`src/rtl/err_rec_pkg.sv`:
```
`timescale 1ns/1ps
package err_rec_pkg;
  localparam int REC_W    = 64;
  localparam int INFO_FW  = 32;
  localparam int CNT_LSB  = 32;
  localparam int CNT_W    = 8;
  localparam int OVF_BIT  = 40;
  localparam int RE_BIT   = 41;

  function automatic logic [REC_W-1:0] pack_rec(input logic [CNT_W-1:0] cnt,
                                                input logic ovf, input logic re,
                                                input logic [INFO_FW-1:0] info);
    logic [REC_W-1:0] r;
    r = '0;
    r[INFO_FW-1:0]             = info;
    r[CNT_LSB+CNT_W-1:CNT_LSB] = cnt;
    r[OVF_BIT]                 = ovf;
    r[RE_BIT]                  = re;
    return r;
  endfunction
endpackage

```
`src/rtl/err_rec_counter.sv`:
```
`timescale 1ns/1ps
module err_rec_counter #(
  parameter int CW = 8
) (
  input  logic          clk_i,
  input  logic          rst_ni,
  input  logic          inc_i,
  input  logic          wr_i,
  input  logic [CW-1:0] wr_cnt_i,
  input  logic          wr_ovf_i,
  input  logic          wr_re_i,
  output logic [CW-1:0] cnt_o,
  output logic          ovf_o,
  output logic          ovf_d_o,
  output logic          re_o
);
  localparam logic [CW-1:0] CNT_MAX = '1;

  logic [CW-1:0] cnt_q, cnt_d;
  logic          ovf_q, ovf_d, re_q, re_d;

  always_comb begin
    cnt_d = cnt_q;
    ovf_d = ovf_q;
    re_d  = re_q;
    if (wr_i) begin
      cnt_d = wr_cnt_i;
      if (!wr_ovf_i) ovf_d = 1'b0;
      // lost increment beats a clear
      if (inc_i)          re_d = 1'b1;
      else if (!wr_re_i)  re_d = 1'b0;
    end else if (inc_i) begin
      cnt_d = cnt_q + 1'b1;
      if (cnt_q == CNT_MAX) ovf_d = 1'b1;
    end
  end

  always_ff @(posedge clk_i or negedge rst_ni) begin
    if (!rst_ni) begin
      cnt_q <= '0;
      ovf_q <= 1'b0;
      re_q  <= 1'b0;
    end else begin
      cnt_q <= cnt_d;
      ovf_q <= ovf_d;
      re_q  <= re_d;
    end
  end

  assign cnt_o   = cnt_q;
  assign ovf_o   = ovf_q;
  assign ovf_d_o = ovf_d;
  assign re_o    = re_q;

  assert_cnt_step_R3: assert property (@(posedge clk_i) disable iff (!rst_ni)
    (inc_i && !wr_i) |=> (cnt_q == $past(cnt_q) + 1'b1));
  assert_ovf_sticky_R5: assert property (@(posedge clk_i) disable iff (!rst_ni)
    (ovf_q && !(wr_i && !wr_ovf_i)) |=> ovf_q);
  assert_re_collision_R10: assert property (@(posedge clk_i) disable iff (!rst_ni)
    (inc_i && wr_i) |=> (re_q && cnt_q == $past(wr_cnt_i)));
endmodule

```
`src/rtl/err_rec_capture.sv`:
```
`timescale 1ns/1ps
module err_rec_capture #(
  parameter int SYN_W  = 8,
  parameter int INFO_W = 25
) (
  input  logic              clk_i,
  input  logic              rst_ni,
  input  logic              err_valid_i,
  input  logic              err_corr_i,
  input  logic [SYN_W-1:0]  err_syn_i,
  input  logic [INFO_W-1:0] err_info_i,
  input  logic              wr_info_i,
  input  logic [INFO_W-1:0] wr_info_data_i,
  input  logic              clr_valid_i,
  output logic              valid_o,
  output logic [SYN_W-1:0]  syn_o,
  output logic [INFO_W-1:0] info_o,
  output logic              inc_o
);
  logic              valid_q, valid_d, load;
  logic [SYN_W-1:0]  syn_q, syn_d;
  logic [INFO_W-1:0] info_q, info_d;

  assign load  = err_valid_i && !valid_q;
  assign inc_o = err_valid_i && valid_q && err_corr_i && (err_syn_i != syn_q);

  always_comb begin
    valid_d = valid_q;
    syn_d   = syn_q;
    info_d  = info_q;
    if (load) begin
      valid_d = 1'b1;
      syn_d   = err_syn_i;
      info_d  = err_info_i;
    end else begin
      if (clr_valid_i)             valid_d = 1'b0;
      if (wr_info_i && !valid_q)   info_d  = wr_info_data_i;
    end
  end

  always_ff @(posedge clk_i or negedge rst_ni) begin
    if (!rst_ni) begin
      valid_q <= 1'b0;
      syn_q   <= '0;
      info_q  <= '0;
    end else begin
      valid_q <= valid_d;
      syn_q   <= syn_d;
      info_q  <= info_d;
    end
  end

  assign valid_o = valid_q;
  assign syn_o   = syn_q;
  assign info_o  = info_q;

  assert_info_lock_R8: assert property (@(posedge clk_i) disable iff (!rst_ni)
    valid_q |=> $stable(info_q));
  assert_syn_hold_R4: assert property (@(posedge clk_i) disable iff (!rst_ni)
    valid_q |=> $stable(syn_q));
  assert_load_sets_R2: assert property (@(posedge clk_i) disable iff (!rst_ni)
    (err_valid_i && !valid_q) |=> (valid_q && syn_q == $past(err_syn_i)));
endmodule

```
`src/rtl/err_rec_irq.sv`:
```
`timescale 1ns/1ps
module err_rec_irq (
  input  logic clk_i,
  input  logic rst_ni,
  input  logic en_i,
  input  logic ovf_d_i,
  input  logic ovf_i,
  output logic irq_o
);
  logic irq_q;

  always_ff @(posedge clk_i or negedge rst_ni) begin
    if (!rst_ni) irq_q <= 1'b0;
    else         irq_q <= en_i && ovf_d_i;
  end

  assign irq_o = irq_q;

  assert_irq_needs_ovf_R6: assert property (@(posedge clk_i) disable iff (!rst_ni)
    irq_q |-> ovf_i);
endmodule

```
`src/rtl/err_rec_misc.sv`:
```
`timescale 1ns/1ps
module err_rec_misc
  import err_rec_pkg::*;
#(
  parameter int SYN_W  = 8,
  parameter int INFO_W = 25
) (
  input  logic             clk_i,
  input  logic             rst_ni,
  input  logic             err_valid_i,
  input  logic             err_corr_i,
  input  logic [SYN_W-1:0] err_syn_i,
  input  logic [31:0]      err_info_i,
  input  logic             reg_wr_i,
  input  logic             reg_sel_i,
  input  logic [63:0]      reg_wdata_i,
  input  logic             irq_en_i,
  output logic [63:0]      misc_rdata_o,
  output logic             rec_valid_o,
  output logic [SYN_W-1:0] rec_syn_o,
  output logic             fault_irq_o
);
  localparam int CNT_MSB = CNT_LSB + CNT_W - 1;

  logic              wr_rec, wr_stat, inc;
  logic [CNT_W-1:0]  cnt;
  logic              ovf, ovf_d, re;
  logic [INFO_W-1:0] info;
  logic [INFO_FW-1:0] info_ext;

  assign wr_rec  = reg_wr_i && !reg_sel_i;
  assign wr_stat = reg_wr_i &&  reg_sel_i;

  err_rec_capture #(.SYN_W(SYN_W), .INFO_W(INFO_W)) u_capture (
    .clk_i          (clk_i),
    .rst_ni         (rst_ni),
    .err_valid_i    (err_valid_i),
    .err_corr_i     (err_corr_i),
    .err_syn_i      (err_syn_i),
    .err_info_i     (err_info_i[INFO_W-1:0]),
    .wr_info_i      (wr_rec),
    .wr_info_data_i (reg_wdata_i[INFO_W-1:0]),
    .clr_valid_i    (wr_stat && reg_wdata_i[0]),
    .valid_o        (rec_valid_o),
    .syn_o          (rec_syn_o),
    .info_o         (info),
    .inc_o          (inc)
  );

  err_rec_counter #(.CW(CNT_W)) u_counter (
    .clk_i    (clk_i),
    .rst_ni   (rst_ni),
    .inc_i    (inc),
    .wr_i     (wr_rec),
    .wr_cnt_i (reg_wdata_i[CNT_MSB:CNT_LSB]),
    .wr_ovf_i (reg_wdata_i[OVF_BIT]),
    .wr_re_i  (reg_wdata_i[RE_BIT]),
    .cnt_o    (cnt),
    .ovf_o    (ovf),
    .ovf_d_o  (ovf_d),
    .re_o     (re)
  );

  err_rec_irq u_irq (
    .clk_i   (clk_i),
    .rst_ni  (rst_ni),
    .en_i    (irq_en_i),
    .ovf_d_i (ovf_d),
    .ovf_i   (ovf),
    .irq_o   (fault_irq_o)
  );

  generate
    if (INFO_W < INFO_FW) begin : g_info_pad
      assign info_ext = {{(INFO_FW-INFO_W){1'b0}}, info};
      logic unused_hi;
      assign unused_hi = ^{err_info_i[INFO_FW-1:INFO_W], reg_wdata_i[INFO_FW-1:INFO_W],
                           reg_wdata_i[63:RE_BIT+1]};
    end else begin : g_info_full
      assign info_ext = info;
      logic unused_hi;
      assign unused_hi = ^reg_wdata_i[63:RE_BIT+1];
    end
  endgenerate

  assign misc_rdata_o = pack_rec(cnt, ovf, re, info_ext);
endmodule

```
`config.mk`:
```
export PLATFORM = sky130hd
export DESIGN_NAME = err_rec_misc
export DESIGN_NICKNAME = d
export VERILOG_FILES = /design/src/rtl/err_rec_pkg.sv /design/src/rtl/err_rec_counter.sv /design/src/rtl/err_rec_capture.sv /design/src/rtl/err_rec_irq.sv /design/src/rtl/err_rec_misc.sv
export SDC_FILE = /design/constraint.sdc
export NUM_CORES = 1
export LEC_CHECK = 0
export BUFFER_PORTS_ARGS = -buffer_cell sky130_fd_sc_hd__buf_2
export CAP_MARGIN = 20
export CORE_ASPECT_RATIO = 1.75
export CORE_MARGIN = 2
export CORE_UTILIZATION = 37
export CTS_BUF_LIST = sky130_fd_sc_hd__clkbuf_8
export DETAILED_ROUTE_END_ITERATION = 12
export PLACE_DENSITY = 0.81
export SYNTH_ARGS = -nofsm -noshare
export SYNTH_HDL_FRONTEND = slang
export SYNTH_SLANG_ARGS = --single-unit
```
`constraint.sdc`:
```
create_clock -name clk_i -period 1.4 [get_ports clk_i]
set_input_delay 0.14 -clock clk_i [delete_from_list [all_inputs] [get_ports clk_i]]
set_output_delay 0.14 -clock clk_i [all_outputs]
set_load 0.05 [all_outputs]
```
### After elaboration in Yosys (flattened, before gate mapping)

Cells that the tools add are included.

| operators by class | value |
|---|---|
| add/subtract/negate cells | 1 |
| equality and inequality tests | 3 |
| mux-type cells | 12 |
| reductions and logical operators | 15 |

Operators with widths:

| operator | count |
|---|---|
| $mux W25 | 2 |
| $mux W8 | 2 |
| $logic_and A1 B1 Y1 | 9 |
| $add A8 B1 Y8 const B | 1 |
| $eq A8 B8 Y1 const B | 1 |
| $mux W1 | 8 |
| $ne A8 B8 Y1 | 1 |
| $reduce_bool A2 Y1 | 3 |
| $logic_not A1 Y1 | 2 |
| $ne A2 B1 Y1 const B | 1 |
| $reduce_and A2 Y1 | 1 |

| word-level totals | value |
|---|---|
| bits in registers | 45 |
| bits of input ports | 111 |
| output and inout port bits | 74 |

### Logic depth before layout (Yosys ltp)

Gate-level depths: netlist of the first run.

| depth | value |
|---|---|
| word-level depth | 6 |
| depth in mapped cells | 6 |
| gate-level depth less buffers | 6 |

### Modules after synthesis

Synthesis of the first run repeated with hierarchy kept, for this count alone.

| unflattened totals | value |
|---|---|
| cells, all modules | 236 |
| area total of the unflattened synthesis | 2,478.6 µm² |

Modules (own cells, without submodules):

| module | instances | cells an instance | area each (µm²) | sequential area each (µm²) |
|---|---|---|---|---|
| err_rec_capture | 1 | 142 | 1,650.3 | 850.8 |
| err_rec_counter | 1 | 58 | 544.3 | 250.2 |
| err_rec_misc | 1 | 34 | 252.7 | 0.0 |
| err_rec_irq | 1 | 2 | 31.3 | 25.0 |

### Least setup slack after synthesis of the first run

No wires, ideal clock.

| timing path | value |
|---|---|
| kind | register -> register |
| from | reg u_counter.cnt_q[0] (netlist: u_counter.cnt_o[0]) |
| to | reg u_counter.cnt_q[6] (netlist: u_counter.cnt_o[6]) |
| arrival | 1.741 ns |
| required time | 1.318 ns |
| path slack | -0.423 ns |
| cell stages (with the launch flop) | 7 |
| path buffers | 0 |
| clock period less this slack | 1.823 ns |
| cells stage by stage | dfrtp_1 > ha_1 > nand3_1 > nor2_1 > o21ai_0 > or3_1 > a31oi_1 |

| on the way | value |
|---|---|
| longest elaborated chain between the ends | 3 |

Ends and longest elaborated chain:

| element | RTL line | text |
|---|---|---|
| start: declaration | err_rec_counter.sv:19 | `logic [CW-1:0] cnt_q, cnt_d;` |
| start signal: assignment | err_rec_counter.sv:44 | `cnt_q <= cnt_d;` |
| $add A8 B1 Y8 | err_rec_counter.sv:33 | `cnt_d = cnt_q + 1'b1;` |
| $mux W8 | err_rec_counter.sv:32 | `end else if (inc_i) begin` |
| $mux W8 | err_rec_counter.sv:26 | `if (wr_i) begin` |

No other way between the ends. The select of a mux whose other input is x is not followed.
A chain may end at the register's enable or synchronous reset.

### Worst setup path after layout of the first run

| timing path | value |
|---|---|
| from | reg u_capture.syn_q[7] (netlist: u_capture.syn_o[7]) |
| to | reg u_counter.cnt_q[7] (netlist: u_counter.cnt_o[7]) |

| on the way | value |
|---|---|
| longest elaborated chain between the ends | 3 |

Ends and longest elaborated chain:

| element | RTL line | text |
|---|---|---|
| start: declaration | err_rec_capture.sv:21 | `logic [SYN_W-1:0] syn_q, syn_d;` |
| start signal: assignment | err_rec_capture.sv:48 | `syn_q <= syn_d;` |
| $ne A8 B8 Y1 | err_rec_capture.sv:25 | `assign inc_o = err_valid_i && valid_q && err_corr_i && (err_syn_i != syn_q);` |
| $logic_and A1 B1 Y1 | err_rec_capture.sv:25 |  |
| $reduce_bool A2 Y1 (no line) | -- |  |

No other way between the ends.

==> metrics.md, run 1 <==
| Metric | Value |
|---|---|
| Least-Margin Pin Slew | `between 900 and 1000 ps` |
| Top cell type's share of synthesized area | `a little under half` |
| Vias in the first global route | `~2000` |
| Final setup viols | `33` |
| Seq pwr share | `between 20% and 30%` |
| Total power | `7.731 mW` |
| Clk slew on worst S/H paths | `80 ps` |
| Hold EP | `u_irq.irq_o` |
| Multi-input gate area | `1265 um^2` |
| Layout cells sized above 1 | `around half` |
| Tmin final | `around 1500 ps` |
| First-pass GRT wire length | `9.315 mm` |
| Bufs on Longest Clock Path | `2` |
| Adder-cell share of the synthesized area | `less than 1%` |
| Die ar. | `a little over 7000 um^2` |
| Slew headroom | `between 30 and 40%` |
| Max incr delay on CP | `approximately 440 ps` |
| Largest family of logic cells by synthesized area | `multiplexers` |
| Cell area after synthesis | `2381 um^2` |
| Worst r2r src | `u_capture.syn_o[7]` |
| HP Class | `in -> reg` |
| Slew Viols, Final | `0` |
| Final GP Congestion | `between 0.7 and 0.8` |
| Reg2Reg Capture Point | `u_counter.cnt_o[7]` |
| Pleak | `roughly 1.7 nW` |
| Crit-path slowest cell | `or4_4` |
| # port buffers | `between 100 and 150` |
| Ys Warns | `0` |
| Fin crit share | `109.4%` |
| Htree depth | `2` |
| Critical path class | `reg -> reg` |
| Worst Hold Launch | `irq_en_i` |
| RSZ-0062 raised after global routing | `yes` |
| Min Hold Slack | `about 40 ps` |
| Final WL | `between 6 and 7 mm` |
| Hold depth | `2` |
| Total iterations of the first detailed-routing run | `3` |
| Sw Share | `~51%` |
| Cell Pwr Density | `2212 nW/um^2` |
| Routed vias/inst | `4.606` |
| Post-synthesis compound-gate area fraction | `a little over a tenth` |
| Final net count | `around 480` |
| TNS Setup | `-615.8 ps` |
| Avg WL per Cell | `roughly 13 um` |
| Die H | `about 110 um` |
| Core Box Area | `just over 6000 um^2` |
| Count leader, synth | `dfrtp_1` |
| Failing checks | `negative setup slack` |
| Fmax | `around 0.65 GHz` |
| Root Buffer Master | `clkbuf_8` |
| # clock sinks | `45` |
| Via Count | `2082` |
| Area grow syn2layout | `46.77%` |
| Combinational Power Share | `approximately three fifths` |
| CP required | `roughly 1600 ps` |
| Worst path cell trace | `xnor2_2 > nand4_4 > o21bai_4 > or4_4 > a31oi_4` |
| Ranking of synthesized cells by area | `dfrtp_1 47%, mux2i_1 11%, buf_4 9.8%, o21ai_0 6.9%, nand2_1 4.9%` |
| Sequential cell area | `~1100 um^2` |
| Total net switching power | `around 4.0 mW` |
| Area leader, netlist | `dfrtp_1` |
| Initial core utilization | `between 30% and 40%` |
| Register area share after synthesis | `around 47%` |
| Crit path capture type | `flop` |
| Rows | `38` |
| Grt total ovfl | `0` |
| Post-route ant nets | `0` |
| Largest net degree at the start of global routing | `between 50 and 60` |
| Final worst clock skew | `7.983 ps` |
| Die width | `roughly 65 um` |
| Number of synthesized flops with an enable pin | `0` |
| FF-to-FF path depth | `5` |
| DR iter-0 viols | `35` |
| CP Launch Type | `flop` |
| Simple logic cell fraction of the synthesized area | `10.14%` |
| GRT Util Overall | `17.31%` |
| TritonCTS clock tree | `built` |
| CP arrival | `around 1800 ps` |
| Outcome | `complete, but fails checks` |
| # IOs | `roughly 190` |
| Clock power share | `a little under 10%` |
| Max_cap viols | `0` |
| ANT cells | `0` |
| Final Hold Vio Count | `0` |
| Dpl cells | `~440` |
| Top cells by count, synth | `45 x dfrtp_1, 33 x o21ai_0, 31 x buf_4, 31 x nand2_1, 26 x mux2i_1` |
| Syn Inst Count | `~230` |
| Worst setup slack after layout | `-131.0 ps` |
| Reg2reg setup slack | `-130 ps` |
| Fillers | `between 500 and 600` |
| Max FO, Critical Path | `7` |
| Dpl hpwl | `4.503 mm` |
| Antenna violations before repair | `0` |
| Mux share of post-synthesis cell area | `between 10% and 20%` |
| VDD IR max | `around 1200 uV` |
| Internal power | `approximately 3.7 mW` |
| Prevailing post-synth register cell | `dfrtp_1` |
| Unique masters post-synth | `31` |
| #FFs+latches synth | `45` |
| DRC viols | `0` |
| Num CTS Buffers | `5` |
| Util after Layout | `a little under three fifths` |
| Post-Layout Cell Count | `about 450` |
| Worst-Skew Late Latency | `about 300 ps` |
| XOR/XNOR Fraction of Synth Area | `4.414%` |
| Avg Cell Area, Syn | `between 10 and 15 um^2` |
| Async SR Flop Fraction | `100.0%` |
==> through the flow <==
step / cell area (um^2) / worst slack, ps
2_1_floorplan: 2590 / -160.7
5_1_grt: 3495 / -173.3
6_report: 3495 / -131.0
4_1_cts: 3415 / -120.7
3_3_place_gp: 3184 / -122.8
3_5_place_dp: 3184 / -190.5
==> worst max path at each step <==
stage	from	endpoint	slack (ps)	cells past startpoint
detailed placement	reg_wr_i	u_capture.info_o[7]	-190	4
global placement	reg_wr_i	u_capture.info_o[4]	-120	4
CTS	u_capture.syn_o[0]	u_counter.cnt_o[7]	-120	5
finish	u_capture.syn_o[7]	u_counter.cnt_o[7]	-130	5
floorplan	u_capture.syn_o[3]	u_counter.cnt_o[7]	-160	5
global route	u_capture.syn_o[4]	u_counter.cnt_o[7]	-170	5
==> layout make-up <==
cell class / count / area share [%]
clock inverters: 3 / 0.3222
clock buffers: 5 / 1.969
flip-flops and latches: 45 / 32.72
inverters: 1 / 0.1074
multi-input cells: 174 / 36.20
well taps: 80 / 2.864
repair buffers: 144 / 25.81
==> cell families (layout without fill, tap and decap cells) <==
group | after synthesis | count (layout)
DFF | 45 | 45
xor gates and xnor gates | 12 | 12
and+or+nand+nor | 52 | 52
AOI/OAI and AO/OA | 46 | 46
other | 1 | 29
adders and majority gates | 1 | 1
muxes | 34 | 34
buffers and inverters | 43 | 153
==> cell usage in the layout, fill, tap and decap left out, types with 2 or more instances in the layout <==
| cell | instances |
|---|---|
| nand4_4 | 2 |
| nand3_1 | 5 |
| clkbuf_8 | 5 |
| buf_12 | 4 |
| xnor2_2 | 8 |
| dfrtp_2 | 14 |
| mux2_4 | 8 |
| o21bai_4 | 2 |
| mux2i_1 | 24 |
| buf_4 | 16 |
| dfrtp_1 | 31 |
| nor2_1 | 6 |
| conb_1 | 29 |
| inv_1 | 4 |
| xor2_1 | 4 |
| o21ai_0 | 19 |
| o21ai_1 | 17 |
| buf_2 | 119 |
| nand2_1 | 31 |
==> per-layer routing <==
metal / global-route usage [%] / share of wire (%) / routed length [um] / vias up
li1: - / - / - / 1014
met2: 33.78 / 58 / 3499 / 90
met4: 6.079 / 1.4 / 86 / 0
met1: 17.90 / 35 / 2143 / 972
met3: 3.655 / 5.4 / 329 / 6
met5: 0 / 0 / 0 / -
==> flip-flops by register name, summed over array words and instances (netlist names) <==
name and cells:
u_irq.irq_o 1, u_capture.valid_o 1, u_capture.info_o 25, u_counter.ovf_o 1, u_counter.re_o 1, u_capture.syn_o 8, u_counter.cnt_o 8
==> worst max-delay path: cells and delay by family, from the launching register on <==
kind | cells | cell delay, ps
and+or+nand+nor | 2 | 590
DFF | 1 | 430
AOI/OAI and AO/OA | 2 | 290
xor gates and xnor gates | 1 | 150
==> power by group through the flow <==
stage / logic, mW / clock network, mW / registers (mW)
detailed placement: 4.35 / 0 / 2.25
floorplan: 1.32 / 0 / 4.12
global placement: 4.27 / 0 / 2.22
CTS: 4.66 / 0.799 / 2.24
global route: 5.00 / 0.860 / 2.32
finish: 4.74 / 0.757 / 2.23
==> timing repair <==
item                                    4_1_cts  5_1_grt
resized for setup                            22       11
pin swaps                                     5       15
endpoints found under the setup margin       18       42
gates cloned                                  2        1
hold endpoints to repair                     45        0
hold buffers                                  1        0
setup buffers                                 1        2
No activity file was read; power rests on OpenSTA's default activity.
==> run 2, diff against run 1 <==
==> constraint.sdc (replaced) <==
create_clock -name clk_i -period 1.4 [get_ports clk_i]
set_input_delay 0.21 -clock clk_i [delete_from_list [all_inputs] [get_ports clk_i]]
set_output_delay 0.21 -clock clk_i [all_outputs]
set_load 0.05 [all_outputs]
==> run 2 against run 1 <==
Effect of this change:
- the flow still finishes with violations (negative setup slack)
- global-route usage is 0.67 points lower
- critical path type unchanged
- cell area is 0.50% lower
- largest power group unchanged
- flip-flop and latch count stayed put
==> metrics.md, run 2 (synthesized netlist as in run 1, its figures left out) <==
| Metric | Value |
|---|---|
| Outcome | `complete, but fails checks` |
| Failing checks | `negative setup slack` |
| Dpl cells | `437 (unchanged)` |
| Via Count | `2069 (-0.62%)` |
| Slew Viols, Final | `0 (unchanged)` |
| # IOs | `185 (unchanged)` |
| DR WL met2 | `3.432 mm (-1.9%)` |
| GRT Util Overall | `16.63% (-0.67 points)` |
| DR iter-0 viols | `87 (+150%)` |
| Vias in the first global route | `1954 (-1.1%)` |
| Worst-Skew Late Latency | `300 ps (about the same)` |
| TritonCTS clock tree | `built` |
| Layout cells sized above 1 | `50.13% (-1.2 points)` |
| Final Hold Vio Count | `0 (unchanged)` |
| Most common cell after layout, fill and taps aside | `buf_2` |
| Most frequent cells in the layout | `119 x buf_2, 31 x nand2_1, 31 x dfrtp_1` |
| Tmin final | `1476 ps (-55.39 ps)` |
| CP arrival | `1690 ps (-70 ps)` |
| Antenna violations before repair | `0 (unchanged)` |
| ANT cells | `0 (unchanged)` |
| Bufs on Longest Clock Path | `2 (unchanged)` |
| Largest net degree at the start of global routing | `51 (unchanged)` |
| DR WL met3 | `376 um (+14%)` |
| Clk slew on worst S/H paths | `80 ps (about the same)` |
| Cell Pwr Density | `2219 nW/um^2 (+0.28%)` |
| Beginning of the critical path | `u_capture.syn_o[7]` |
| Root Buffer Master | `clkbuf_8` |
| Max incr delay on CP | `430 ps (about the same)` |
| Htree depth | `2 (unchanged)` |
| Crit path capture type | `flop` |
| Fin crit share | `105.4% (-4.0 points)` |
| Dpl ws | `-144.1 ps (+46.45 ps)` |
| Final worst clock skew | `2.765 ps (-5.218 ps)` |
| Die ar. | `7118 um^2 (unchanged)` |
| # port buffers | `119 (unchanged)` |
| Max FO, Critical Path | `7 (unchanged)` |
| Critical Path Stages | `5 (unchanged)` |
| CP Launch Type | `flop` |
| Die H | `110.1 um (unchanged)` |
| Design area | `3477 um^2 (-0.50%)` |
| Pleak | `1.745 nW (about the same)` |
| DP Area | `3197 um^2 (+0.39%)` |
| Max_cap viols | `0 (unchanged)` |
| DRC viols | `0 (unchanged)` |
| Crit path capture | `u_counter.cnt_o[7]` |
| Reg2Reg Capture Point | `u_counter.cnt_o[7]` |
| Top Layer Used | `met4` |
| Area grow syn2layout | `46.03%` |
| Worst Path Buf+Inv | `0 (unchanged)` |
| # clock sinks | `45 (unchanged)` |
| Routed vias/inst | `4.567 (-0.84%)` |
| Final net count | `484 (+0.21%)` |
| HP Class | `in -> reg` |
| Total power | `7.714 mW (-0.22%)` |
| Crit-path slowest cell | `dfrtp_2` |
| Reg2reg setup slack | `-80 ps (+60 ps)` |
| FF-to-FF path depth | `5 (unchanged)` |
| Critical path class | `reg -> reg` |
| RSZ-0062 raised after global routing | `yes` |
| Cell family contributing the most delay on the critical path | `simple AND/OR/NAND/NOR gates` |
| Util after Layout | `55.83% (-0.28 points)` |
| Initial core utilization | `38.23% (unchanged)` |
| Dpl hpwl | `4.440 mm (-1.4%)` |
| Num CTS Buffers | `5 (unchanged)` |
| Grt total ovfl | `0 (unchanged)` |
| Rows | `38 (unchanged)` |
| Post-route ant nets | `0 (unchanged)` |
| Core Box Area | `6228 um^2 (unchanged)` |
| Final GP Congestion | `0.7596 (-0.71%)` |
| Final setup viols | `7 (-79%)` |
| Worst r2r src | `u_capture.syn_o[7]` |
| Fillers | `579 (-3.3%)` |
| First-pass GRT wire length | `8.963 mm (-3.8%)` |
| Max FFs per register | `25 (unchanged)` |
| Post-Layout Cell Count | `453 (+0.22%)` |
| Avg WL per Cell | `13.33 um (-0.52%)` |
| Worst path cell trace | `xnor2_2 > nand4_4 > o21bai_4 > or4_1 > a31oi_1` |
| Fmax | `0.6777 GHz (+3.8%)` |
| Worst setup slack after layout | `-75.64 ps (+55.39 ps)` |
| M1 WL | `2.140 mm (-0.14%)` |
| CP required | `1620 ps (about the same)` |
| Die width | `64.64 um (unchanged)` |
| Final WL | `6.040 mm (-0.30%)` |
| Total iterations of the first detailed-routing run | `4 (+1)` |
| VDD IR max | `1028 uV (-11%)` |
-- run 2: repair_timing --
action                                 in CTS  in global routing
gates cloned                                1                  2
setup endpoints to repair                  10                 39
resized for setup                           5                 21
hold buffers                                1                  0
pin swaps                                   4                  3
endpoints found under the hold margin      45                  0
buffers inserted                            0                  4
-- run 2: worst min path at each step --
stage | from | endpoint | slack (ps) | depth (start not counted)
4_1_cts | irq_en_i | u_irq.irq_o | 100 | 2
6_report | irq_en_i | u_irq.irq_o | 120 | 2
3_5_place_dp | rst_ni | u_capture.syn_o[1] | 220 | 2
2_1_floorplan | rst_ni | u_capture.info_o[0] | -90 | 0
3_3_place_gp | rst_ni | u_capture.syn_o[7] | 210 | 2
5_1_grt | irq_en_i | u_irq.irq_o | 100 | 2
-- run 2: worst register-to-register path, stage by stage, from the launching register on --
cell	delay (ps)
dfrtp_2	430
xnor2_2	150
nand4_4	150
o21bai_4	120
or4_1	400
a31oi_1	150
-- run 2: metal layers --
layer / global-route usage, % / up-vias
met3: 3.959 / 7
met1: 16.71 / 951
met2: 32.44 / 98
met5: 0 / -
li1: - / 1013
met4: 6.383 / 0
-- run 2: metrics by stage --
step | hold WS (ps) | TNS, ps
after floorplan | -85.59 | -819.7
after global placement | 213.4 | -546.3
after detailed placement | 216.4 | -792.8
after CTS | 99.91 | -1221
after global routing | 102.5 | -1321
final | 115.1 | -204.1
-- run 2: final cells by class --
class	count	area, um^2	share of cell area (%)
Sequential cell	45	1144	32.89
Inverter	1	3.754	0.1080
Clock inverter	3	11.26	0.3239
Clock buffer	5	68.82	1.979
Tap cell	80	100.1	2.879
Multi-Input combinational cell	174	1235	35.52
Timing Repair Buffer	145	914.6	26.30
-- run 2: power breakdown --
part           internal (mW)  switching [mW]
logic                   1.54            3.16
clock network          0.334           0.430
registers               1.86           0.381
total                   3.74            3.97
==> run 3, diff against run 2 <==
BUFFER_PORTS_ARGS = unset   (was -buffer_cell sky130_fd_sc_hd__buf_2)
CORE_AREA = 2 2 71 73   (was unset)
CORE_ASPECT_RATIO = unset   (was 1.75)
CORE_MARGIN = unset   (was 2)
CORE_UTILIZATION = unset   (was 37)
DIE_AREA = 0 0 73 75   (was unset)
DONT_BUFFER_PORTS = 1   (was unset)
PLACE_DENSITY = 0.7   (was 0.81)
==> run 3 against run 2 <==
Effect of this change:
- the flow still finishes with violations (negative setup slack)
- clock-buffer cell count increased by 1
- flip-flop and latch count did not move
- maximum frequency is 2.3% higher
- critical path depth is the same
- largest cell class unchanged
==> metrics.md, run 3 (synthesized netlist as in run 1, its figures left out) <==
| Metric | Value |
|---|---|
| Worst setup slack after layout | `-42.49 ps (+33.15 ps)` |
| Largest net degree at the start of global routing | `46 (-9.8%)` |
| Fin crit share | `103.0% (-2.4 points)` |
| Routed vias/inst | `5.318 (+16%)` |
| Final WL | `5.189 mm (-14%)` |
| Die ar. | `5475 um^2 (-23%)` |
| Die width | `73 um (+13%)` |
| Post-route ant nets | `0 (unchanged)` |
| Total iterations of the first detailed-routing run | `4 (unchanged)` |
| GRT Util Overall | `18.31% (+1.7 points)` |
| Top Layer Used | `met4` |
| Sw Share | `51.75% (+0.23 points)` |
| Final GP Congestion | `0.8086 (+6.5%)` |
| DR WL met3 | `442 um (+18%)` |
| Max FFs per register | `25 (unchanged)` |
| Max incr delay on CP | `430 ps (about the same)` |
| DRC viols | `0 (unchanged)` |
| Min Hold Slack | `36.74 ps (-78.31 ps)` |
| Layout cells sized above 1 | `30.38% (-20 points)` |
| Avg WL per Cell | `16.53 um (+24%)` |
| ANT cells | `0 (unchanged)` |
| Root Buffer Master | `clkbuf_8` |
| Die H | `75 um (-32%)` |
| Antenna violations before repair | `0 (unchanged)` |
| Final worst clock skew | `3.718 ps (+0.9534 ps)` |
| Initial core utilization | `51.09% (+13 points)` |
| DP Area | `2589 um^2 (-19%)` |
| Internal power | `3.564 mW (-4.7%)` |
| Crit path capture type | `flop` |
| Util after Layout | `62.20% (+6.4 points)` |
| Critical path class | `reg -> reg` |
| Vias in the first global route | `1626 (-17%)` |
| Clock power share | `13.6% (+3.7 points)` |
| Cell Pwr Density | `2548 nW/um^2 (+15%)` |
| VDD IR max | `1411 uV (+37%)` |
| CP Launch Type | `flop` |
| Clk slew on worst S/H paths | `80 ps (about the same)` |
| First-pass GRT wire length | `7.521 mm (-16%)` |
| Crit-path slowest cell | `dfrtp_2` |
| Slew headroom | `between 50% and 60%` |
| Grt total ovfl | `0 (unchanged)` |
| DR WL met2 | `2.657 mm (-23%)` |
| Worst-Skew Late Latency | `290 ps (about the same)` |
| # IOs | `185 (unchanged)` |
| Multi-input gate area | `1270 um^2 (+2.8%)` |
| Via Count | `1670 (-19%)` |
| CP required | `1610 ps (about the same)` |
| Most frequent cells in the layout | `31 x nand2_1, 31 x dfrtp_1, 29 x conb_1` |
| TNS Setup | `-465.1 ps (-261.0 ps)` |
| Fmax | `0.6932 GHz (+2.3%)` |
| HP Class | `in -> reg` |
| Final Hold Vio Count | `0 (unchanged)` |
| M1 WL | `2.065 mm (-3.5%)` |
| Slew Viols, Final | `0 (unchanged)` |
| Total net switching power | `3.822 mW (-3.8%)` |
| # clock sinks | `45 (unchanged)` |
| Final setup viols | `22 (+15)` |
| Rows | `25 (-34%)` |
| Area grow syn2layout | `21.76%` |
| Bufs on Longest Clock Path | `2 (unchanged)` |
| DR iter-0 viols | `76 (-13%)` |
| Sequential cell area | `1144 um^2 (unchanged)` |
| Pleak | `1.276 nW (-27%)` |
| # port buffers | `0 (-100%)` |
| Design area | `2899 um^2 (-17%)` |
| Dpl hpwl | `3.564 mm (-20%)` |
| Fillers | `395 (-32%)` |
| Least-Margin Pin Slew | `about 640 ps` |
| Htree depth | `2 (unchanged)` |
| Dpl ws | `-130.3 ps (+13.77 ps)` |
| Tmin final | `1442 ps (-33.15 ps)` |
| Final net count | `371 (-23%)` |
| Outcome | `complete, but fails checks` |
| CP arrival | `1650 ps (-40 ps)` |
| Max FO, Critical Path | `7 (unchanged)` |
| Num CTS Buffers | `5 (unchanged)` |
| Seq pwr share | `47.9% (+19 points)` |
| Combinational Power Share | `38.5% (-22 points)` |
| RSZ-0062 raised after global routing | `yes` |
| Worst path cell trace | `xnor2_2 > nand4_4 > o21bai_4 > or4_1 > a31oi_1` |
| Core Box Area | `4661 um^2 (-25%)` |
| TritonCTS clock tree | `built` |
| Failing checks | `negative setup slack` |
| Max_cap viols | `0 (unchanged)` |
[run 3: changes by cell type in the layout (fill, tap and decap cells not counted), moves of 2 or more]
cell / delta
o21bai_4: +2
o21ai_0: -11
buf_2: -119
buf_4: +8
o21ai_1: +11
buf_12: -3
inv_1: -3
[run 3: area by class of cell]
type                       count  share of cell area [%]
clock inverter                 2                   1.295
sequential                    45                   39.45
timing repair buffer          30                   10.14
inverter                       1                  0.1295
multi-input combinational    176                   43.81
tap                           54                   2.331
clock buffer                   6                   2.849
[run 3: power groups by stage]
stage          logic, mW  registers [mW]  clock network [mW]
2_1_floorplan       1.32            4.12                   0
6_report            2.84            3.54                1.01
3_3_place_gp        2.40            3.54                   0
4_1_cts             2.60            3.55                1.04
3_5_place_dp        2.47            3.56                   0
5_1_grt             3.08            3.61                1.09
[run 3: worst max-delay path, delay by kind of cell (launching register included)]
family,cells,cell delay (ps)
and+or+nand+nor,2,530
DFF,1,430
AOI/OAI and AO/OA,2,250
xor gates and xnor gates,1,150
[run 3: timing repair]
item / 4_1_cts / 5_1_grt
cloned: 1 / 2
setup buffers: 0 / 3
endpoints found under the hold margin: 45 / 0
setup endpoints to repair: 20 / 40
gates resized for setup: 8 / 31
pin swaps: 7 / 5
hold buffers: 2 / 0
[run 3: per-stage QoR]
step	cells	power, mW
2_1_floorplan	262	5.440
3_3_place_gp	298	5.949
3_5_place_dp	298	6.030
4_1_cts	309	7.184
5_1_grt	314	7.786
6_report	314	7.386
[run 3: per-layer routing]
metal | vias to the layer above | track usage (%)
li1 | 795 | -
met1 | 786 | 21.36
met2 | 87 | 31.53
met3 | 2 | 6.827
met4 | 0 | 5.556
met5 | - | 0
[run 3: path summary, 6_finish.rpt]
check	from	endpoint	slack, ps	depth (start not counted)
min in group asynchronous	rst_ni	u_capture.syn_o[7]	440	2
worst min register to register	u_counter.ovf_o	u_counter.ovf_o	600	2
worst max-delay path	u_capture.syn_o[3]	u_counter.cnt_o[7]	-40	5
worst min-delay path	reg_wdata_i[37]	u_counter.cnt_o[5]	40	2
max in group asynchronous	rst_ni	u_counter.cnt_o[0]	740	2
worst max register to register	u_capture.syn_o[3]	u_counter.cnt_o[7]	-40	5
